<file path="config.mk">
export PLATFORM = sky130hd
export DESIGN_NAME = eep_regctl
export DESIGN_NICKNAME = d
export VERILOG_FILES = /design/src/rtl/eep_pkg.sv /design/src/rtl/eep_ctrl.sv /design/src/rtl/eep_dp.sv /design/src/rtl/eep_regctl.sv
export SDC_FILE = /design/constraint.sdc
export NUM_CORES = 2
export LEC_CHECK = 0
export BUFFER_PORTS_ARGS = -buffer_cell sky130_fd_sc_hd__buf_2
export CORE_AREA = 3 3 737 739
export DETAILED_ROUTE_END_ITERATION = 12
export DIE_AREA = 0 0 740 742
export PLACE_DENSITY_LB_ADDON = 0.05
export SLEW_MARGIN = 20
export SYNTH_ARGS = -nofsm -noshare
export SYNTH_HDL_FRONTEND = slang
export SYNTH_HIERARCHICAL = 1
export SYNTH_SLANG_ARGS = --single-unit
export TNS_END_PERCENT = 100
</file>
<file path="constraint.sdc">
create_clock -name clk -period 15 [get_ports clk]
set_clock_uncertainty 0.15 [all_clocks]
set_input_delay 1.5 -clock clk [delete_from_list [all_inputs] [get_ports clk]]
set_output_delay 1.5 -clock clk [all_outputs]
set_load 0.005 [all_outputs]
</file>
<file path="src/rtl/eep_pkg.sv">
package eep_pkg;
  localparam int IO_AW = 6;
  localparam logic [IO_AW-1:0] OFF_ADDR_HI = 6'h1F;
  localparam logic [IO_AW-1:0] OFF_ADDR_LO = 6'h1E;
  localparam logic [IO_AW-1:0] OFF_DATA    = 6'h1D;
  localparam logic [IO_AW-1:0] OFF_CTRL    = 6'h1C;

  // control-register bit positions
  localparam int BIT_RD  = 0;
  localparam int BIT_WR  = 1;
  localparam int BIT_MST = 2;
  localparam int BIT_IRQ = 3;

  typedef struct packed {
    logic ldAddrHi;
    logic ldAddrLo;
    logic ldData;
    logic rdLoad;
    logic commit;
  } dpStrobe_t;
endpackage

</file>
<file path="src/rtl/eep_ctrl.sv">
module eep_ctrl
  import eep_pkg::*;
#(
  parameter int WRITE_CYCLES = 40,
  parameter int RD_STALL     = 4,
  parameter int WR_STALL     = 2,
  parameter int MST_WINDOW   = 4
) (
  input  logic             clk,
  input  logic             rstN,
  input  logic [IO_AW-1:0] ioAddr,
  input  logic             ioWrEn,
  input  logic [7:0]       ioWdata,
  input  logic             globalIntEn,
  output dpStrobe_t        strobe,
  output logic [7:0]       ctrlByte,
  output logic             wrBusy,
  output logic             cpuStall,
  output logic             readyIrq
);
  localparam int TW = $clog2(WRITE_CYCLES + 1);
  localparam int SW = $clog2(RD_STALL + WR_STALL + 1);
  localparam int MW = $clog2(MST_WINDOW + 1);

  logic          irqEn, masterEn, rdPend;
  logic [MW-1:0] winCnt;
  logic [TW-1:0] wrTimer;
  logic [SW-1:0] stallCnt;
  logic          ctrlSel, startWr, startRd, wrDone;

  assign ctrlSel = ioWrEn && (ioAddr == OFF_CTRL);
  assign startWr = ctrlSel && ioWdata[BIT_WR] && masterEn && !wrBusy;
  assign startRd = ctrlSel && ioWdata[BIT_RD] && !wrBusy && !startWr && !rdPend;
  assign wrDone  = wrBusy && (wrTimer == TW'(1));

  always_comb begin
    strobe.ldAddrHi = ioWrEn && (ioAddr == OFF_ADDR_HI) && !wrBusy;
    strobe.ldAddrLo = ioWrEn && (ioAddr == OFF_ADDR_LO) && !wrBusy;
    strobe.ldData   = ioWrEn && (ioAddr == OFF_DATA) && !wrBusy;
    strobe.rdLoad   = startRd;
    strobe.commit   = wrDone;
  end

  always_ff @(posedge clk) begin
    if (!rstN) begin
      irqEn    <= 1'b0;
      masterEn <= 1'b0;
      winCnt   <= '0;
      wrBusy   <= 1'b0;
      wrTimer  <= '0;
      stallCnt <= '0;
      rdPend   <= 1'b0;
    end else begin
      if (ctrlSel) irqEn <= ioWdata[BIT_IRQ];

      if (startWr) begin
        masterEn <= 1'b0;
        winCnt   <= '0;
      end else if (ctrlSel && ioWdata[BIT_MST]) begin
        masterEn <= 1'b1;
        winCnt   <= MW'(MST_WINDOW);
      end else if (masterEn) begin
        if (winCnt == MW'(1)) masterEn <= 1'b0;
        winCnt <= winCnt - MW'(1);
      end

      if (startWr) begin
        wrBusy  <= 1'b1;
        wrTimer <= TW'(WRITE_CYCLES);
      end else if (wrDone) begin
        wrBusy  <= 1'b0;
        wrTimer <= '0;
      end else if (wrBusy) begin
        wrTimer <= wrTimer - TW'(1);
      end

      if (startWr)             stallCnt <= SW'(WR_STALL);
      else if (startRd)        stallCnt <= SW'(RD_STALL);
      else if (stallCnt != '0) stallCnt <= stallCnt - SW'(1);

      if (startRd)                                rdPend <= 1'b1;
      else if (rdPend && stallCnt == SW'(1))      rdPend <= 1'b0;
    end
  end

  assign cpuStall = (stallCnt != '0);
  assign readyIrq = irqEn && globalIntEn && !wrBusy;
  assign ctrlByte = {4'b0000, irqEn, masterEn, wrBusy, rdPend};

  AST_WR_NEEDS_MASTER: assert property (@(posedge clk) disable iff (!rstN)
    $rose(wrBusy) |-> $past(masterEn));
  AST_WR_STALLS: assert property (@(posedge clk) disable iff (!rstN)
    $rose(wrBusy) |-> cpuStall);
  AST_RD_STALLS: assert property (@(posedge clk) disable iff (!rstN)
    $rose(rdPend) |-> (cpuStall && !wrBusy));
  AST_RD_NOT_DURING_WR: assert property (@(posedge clk) disable iff (!rstN)
    $rose(rdPend) |-> !$past(wrBusy));
endmodule

</file>
<file path="src/rtl/eep_dp.sv">
module eep_dp
  import eep_pkg::*;
#(
  parameter int ADDR_W = 9
) (
  input  logic             clk,
  input  logic             rstN,
  input  dpStrobe_t        strobe,
  input  logic [7:0]       ioWdata,
  input  logic [IO_AW-1:0] ioAddr,
  input  logic             ioRdEn,
  input  logic [7:0]       ctrlByte,
  input  logic             wrBusy,
  output logic [7:0]       ioRdata
);
  localparam int DEPTH = 1 << ADDR_W;
  localparam int HI_W  = ADDR_W - 8;

  logic [ADDR_W-1:0] addrReg;
  logic [7:0]        dataReg;
  logic [7:0]        store [DEPTH];
  logic [7:0]        muxOut;

  always_ff @(posedge clk) begin
    if (strobe.commit) store[addrReg] <= dataReg;
  end

  always_ff @(posedge clk) begin
    if (!rstN) begin
      addrReg <= '0;
      dataReg <= '0;
    end else begin
      if (strobe.ldAddrHi) addrReg[ADDR_W-1:8] <= ioWdata[HI_W-1:0];
      if (strobe.ldAddrLo) addrReg[7:0]        <= ioWdata;
      if (strobe.ldData)      dataReg <= ioWdata;
      else if (strobe.rdLoad) dataReg <= store[addrReg];
    end
  end

  always_comb begin
    case (ioAddr)
      OFF_ADDR_HI: muxOut = 8'(addrReg[ADDR_W-1:8]);
      OFF_ADDR_LO: muxOut = addrReg[7:0];
      OFF_DATA:    muxOut = dataReg;
      OFF_CTRL:    muxOut = ctrlByte;
      default:     muxOut = 8'h00;
    endcase
    ioRdata = ioRdEn ? muxOut : 8'h00;
  end

  AST_ADDR_FROZEN: assert property (@(posedge clk) disable iff (!rstN)
    (wrBusy && $past(wrBusy)) |-> $stable(addrReg));
  AST_DATA_FROZEN: assert property (@(posedge clk) disable iff (!rstN)
    (wrBusy && $past(wrBusy)) |-> $stable(dataReg));
endmodule

</file>
<file path="src/rtl/eep_regctl.sv">
module eep_regctl
  import eep_pkg::*;
#(
  parameter int ADDR_W       = 9,
  parameter int WRITE_CYCLES = 40,
  parameter int RD_STALL     = 4,
  parameter int WR_STALL     = 2,
  parameter int MST_WINDOW   = 4
) (
  input  logic       clk,
  input  logic       rstN,
  input  logic [5:0] ioAddr,
  input  logic       ioWrEn,
  input  logic       ioRdEn,
  input  logic [7:0] ioWdata,
  output logic [7:0] ioRdata,
  input  logic       globalIntEn,
  output logic       cpuStall,
  output logic       readyIrq
);
  dpStrobe_t  strobe;
  logic [7:0] ctrlByte;
  logic       wrBusy;

  eep_ctrl #(
    .WRITE_CYCLES(WRITE_CYCLES), .RD_STALL(RD_STALL),
    .WR_STALL(WR_STALL), .MST_WINDOW(MST_WINDOW)
  ) u_ctrl (
    .clk(clk), .rstN(rstN), .ioAddr(ioAddr), .ioWrEn(ioWrEn),
    .ioWdata(ioWdata), .globalIntEn(globalIntEn), .strobe(strobe),
    .ctrlByte(ctrlByte), .wrBusy(wrBusy), .cpuStall(cpuStall),
    .readyIrq(readyIrq)
  );

  eep_dp #(.ADDR_W(ADDR_W)) u_dp (
    .clk(clk), .rstN(rstN), .strobe(strobe), .ioWdata(ioWdata),
    .ioAddr(ioAddr), .ioRdEn(ioRdEn), .ctrlByte(ctrlByte),
    .wrBusy(wrBusy), .ioRdata(ioRdata)
  );
endmodule

</file>
==> reports/metrics.csv <==
metric;value;unit
hold_depth;2;
p_sw_frac;0.204;
design_area;0.186;sq mm
viasPerCell;5.26;
p_clk_frac;0.468;
crit_chain;buf_4, buf_12, buf_4, mux4_2, a22oi_1, a21oi_1, nor2_1, nand2_1, a2111oi_2, nand4_1, o21a_1;
htree_levels;5;
cts_buffers;471;
synth_top_family_by_area;multiplexers;
critPathSlowestCell;a2111oi_2;
seqPwrFrac;0.526;
yosysTopAreaCellShare;0.764;
die_h;742;um
netlist_instances;7864;
arrival;7.26;ns
grt_max_degree;197;
start_util;0.300;
synth_most_common_cell;edfxtp_1;
core;0.537;sq mm
gp_congestion;0.860;
cts_buffer_depth;4;
top_layer_used;met5;
ios;29;
fin_util;0.346;
route.met2.wl;286;mm
ant_nets;0;
critPathLaunchType;flip-flop;
wl;606;mm
switching_power;4860;uW
synth_ff_type;edfxtp_1;
grt_pass1_vias;84132;
power.leakage;0.0535;uW
drtPass1Iterations;8;
max_slew_margin;0.100;
synth_compound_area_frac;0.0311;
numClockSinks;4129;
yosysTopAreaCell;edfxtp_1;
ctsResizeCount;0;
rsz0062_at_grt;no;
fin_ws;8.49;ns
dieWidth;740;um
cts_setup_buffers;0;
grt_use_total;0.217;
synthArstFlopShare;0;
power.total;23800;uW
synthAdderAreaFrac;0.000466;
synth.area.top_cells;edfxtp_1, mux4_2, mux2i_1;
slowest_delay;0.84;ns
cts_hold_buf;0;
status;completed;
synthSimpleGateAreaFrac;0.0297;
crit_required;15.75;ns
syn_area_per_cell;20.5;sq um
yosys_warnings;6;
synth_seq_cells;4129;
fill_cells;50168;
grt_pass1_wl;805;mm
hold_path.class;reg2reg;
crit_path_end_kind;flip-flop;
cap_violations;0;
dpl_cell_area;0.171;sq mm
row_count;269;
synth_xor_area_frac;0.000326;
grt_antenna_before_repair;79;
synth_area;0.161;sq mm
synth_cell_types;84;
drc;0;
wire_per_inst;38.4;um
period_share;0.434;
seq_area_frac_synth;0.768;
fin_setup_tns;0;ns
crit_fanout;74;
slew_violations;0;
met1_length;262;mm
synth_mux_area_frac;0.153;
dp_slack;8.54;ns
fmax;154;MHz
io_buffers;28;
clkLatencyLatePin;1.03;ns
p_comb_frac;0.005;
syn2layout_area_growth;15.2;%
met3_length;37.7;mm
drive_above_1_share;0.235;
setup_viol;0;
internal_power;18900;uW
min_period;6.51;ns
grt_overflow;0;
r2r_cells;11;
finalHoldViolations;0;
drt-initial-drc-count;9240;
clk_pin_slew;0.06;ns
synthTopCellsByCount;edfxtp_1, mux4_2, nor2_1, mux2i_1, clkbuf_1;
num_vias;82976;
crit_type;reg2reg;
synth_edf_count;4096;
vdd_drop_max;0.0981;mV
cts_tree;done;
cts-root-buf;clkbuf_16;
worst_path_most_repeated_cell;buf_4;
dp.final_hpwl;384;mm
worst_pin_slew;1.34;ns
die-area;0.549;sq mm
fin_nets;8192;
powerDensity;128;mW/mm^2
-- cell usage in the layout (no fill, tap or decap), types with 28 or more instances in the layout --
master | synthesis | final
edfxtp_1 | 4096 | 4096
mux4_2 | 852 | 852
nor2_1 | 621 | 571
mux2i_1 | 489 | 483
clkbuf_16 | 0 | 474
buf_4 | 97 | 278
a22oi_1 | 153 | 153
clkinv_1 | 0 | 137
nand2_1 | 147 | 135
a21oi_1 | 135 | 134
o22ai_1 | 99 | 99
o21ai_0 | 108 | 97
clkinv_2 | 0 | 93
clkbuf_1 | 189 | 92
nand3_1 | 61 | 53
nor2_2 | 0 | 48
nand4_1 | 42 | 42
a211oi_1 | 41 | 40
mux2_2 | 39 | 39
a221oi_1 | 39 | 38
bufinv_16 | 0 | 33
nor2b_1 | 38 | 30
buf_2 | 157 | 29
nor3_1 | 35 | 28
a22o_1 | 28 | 28
-- power by group through the flow --
stage | logic, uW | registers, uW | clock network (uW)
floorplan | 52.5 | 12800 | 0
global placement | 130 | 12800 | 0
detailed placement | 133 | 12800 | 0
CTS | 133 | 12500 | 11500
global route | 139 | 12500 | 11900
finish | 131 | 12500 | 11100
-- layer usage --
metal	track usage	up-vias
met5	0	-
met4	0.0618	14
met3	0.0372	741
met2	0.350	2867
met1	0.301	46019
li1	-	33335
-- metrics by stage --
| stage | cells | hold slack (ns) |
|---|---|---|
| 2_1_floorplan | 7867 | 0.307 |
| 3_3_place_gp | 14865 | 0.326 |
| 3_5_place_dp | 14872 | 0.343 |
| 4_1_cts | 15744 | 0.360 |
| 5_1_grt | 15748 | 0.383 |
| 6_report | 15760 | 0.354 |
-- final timing paths --
| kind | start | end | slack, ns |
|---|---|---|---|
| worst max-delay path | u_dp/addrReg[0] | u_dp/dataReg[0] | 8.49 |
| worst min-delay path | u_ctrl/winCnt[1] | u_ctrl/winCnt[1] | 0.35 |
| worst max register to register | u_dp/addrReg[0] | u_dp/dataReg[0] | 8.49 |
| worst min register to register | u_ctrl/winCnt[1] | u_ctrl/winCnt[1] | 0.35 |
-- logic make-up after synthesis --
logic type	count (synthesis)
fa+ha+maj	6
compound gates	742
buf+inv	526
other cells	1
mux	1385
flops	4129
simple gates	1069
xor+xnor	6
-- area by class of cell --
| class | instances | area, sq um | share of cell area |
|---|---|---|---|
| clock buffer | 573 | 12300 | 0.0663 |
| inverter | 20 | 88.8 | 0.000479 |
| tap | 7181 | 8980 | 0.0484 |
| multi-input combinational | 3212 | 35200 | 0.190 |
| antenna | 13 | 32.5 | 0.000175 |
| clock inverter | 299 | 2520 | 0.0136 |
| timing repair buffer | 333 | 2760 | 0.0149 |
| sequential | 4129 | 124000 | 0.667 |
-- registers in the layout, summed over array words and instances (netlist names) --
name             cells
u_dp/addrReg         9
u_ctrl/masterEn      1
u_ctrl/wrTimer       6
u_ctrl/stallCnt      3
u_ctrl/wrBusy        1
u_dp/dataReg         8
u_dp/store        4096
u_ctrl/rdPend        1
u_ctrl/irqEn         1
u_ctrl/winCnt        3
-- worst max-delay path: cells and delay by family (launching register included) --
| family | cells | cell delay [ns] |
|---|---|---|
| buf+inv | 3 | 1.63 |
| compound gates | 4 | 1.59 |
| simple gates | 3 | 1.20 |
| mux | 1 | 0.58 |
| flops | 1 | 0.83 |
Note: power is estimated with default switching activity, not from simulation.
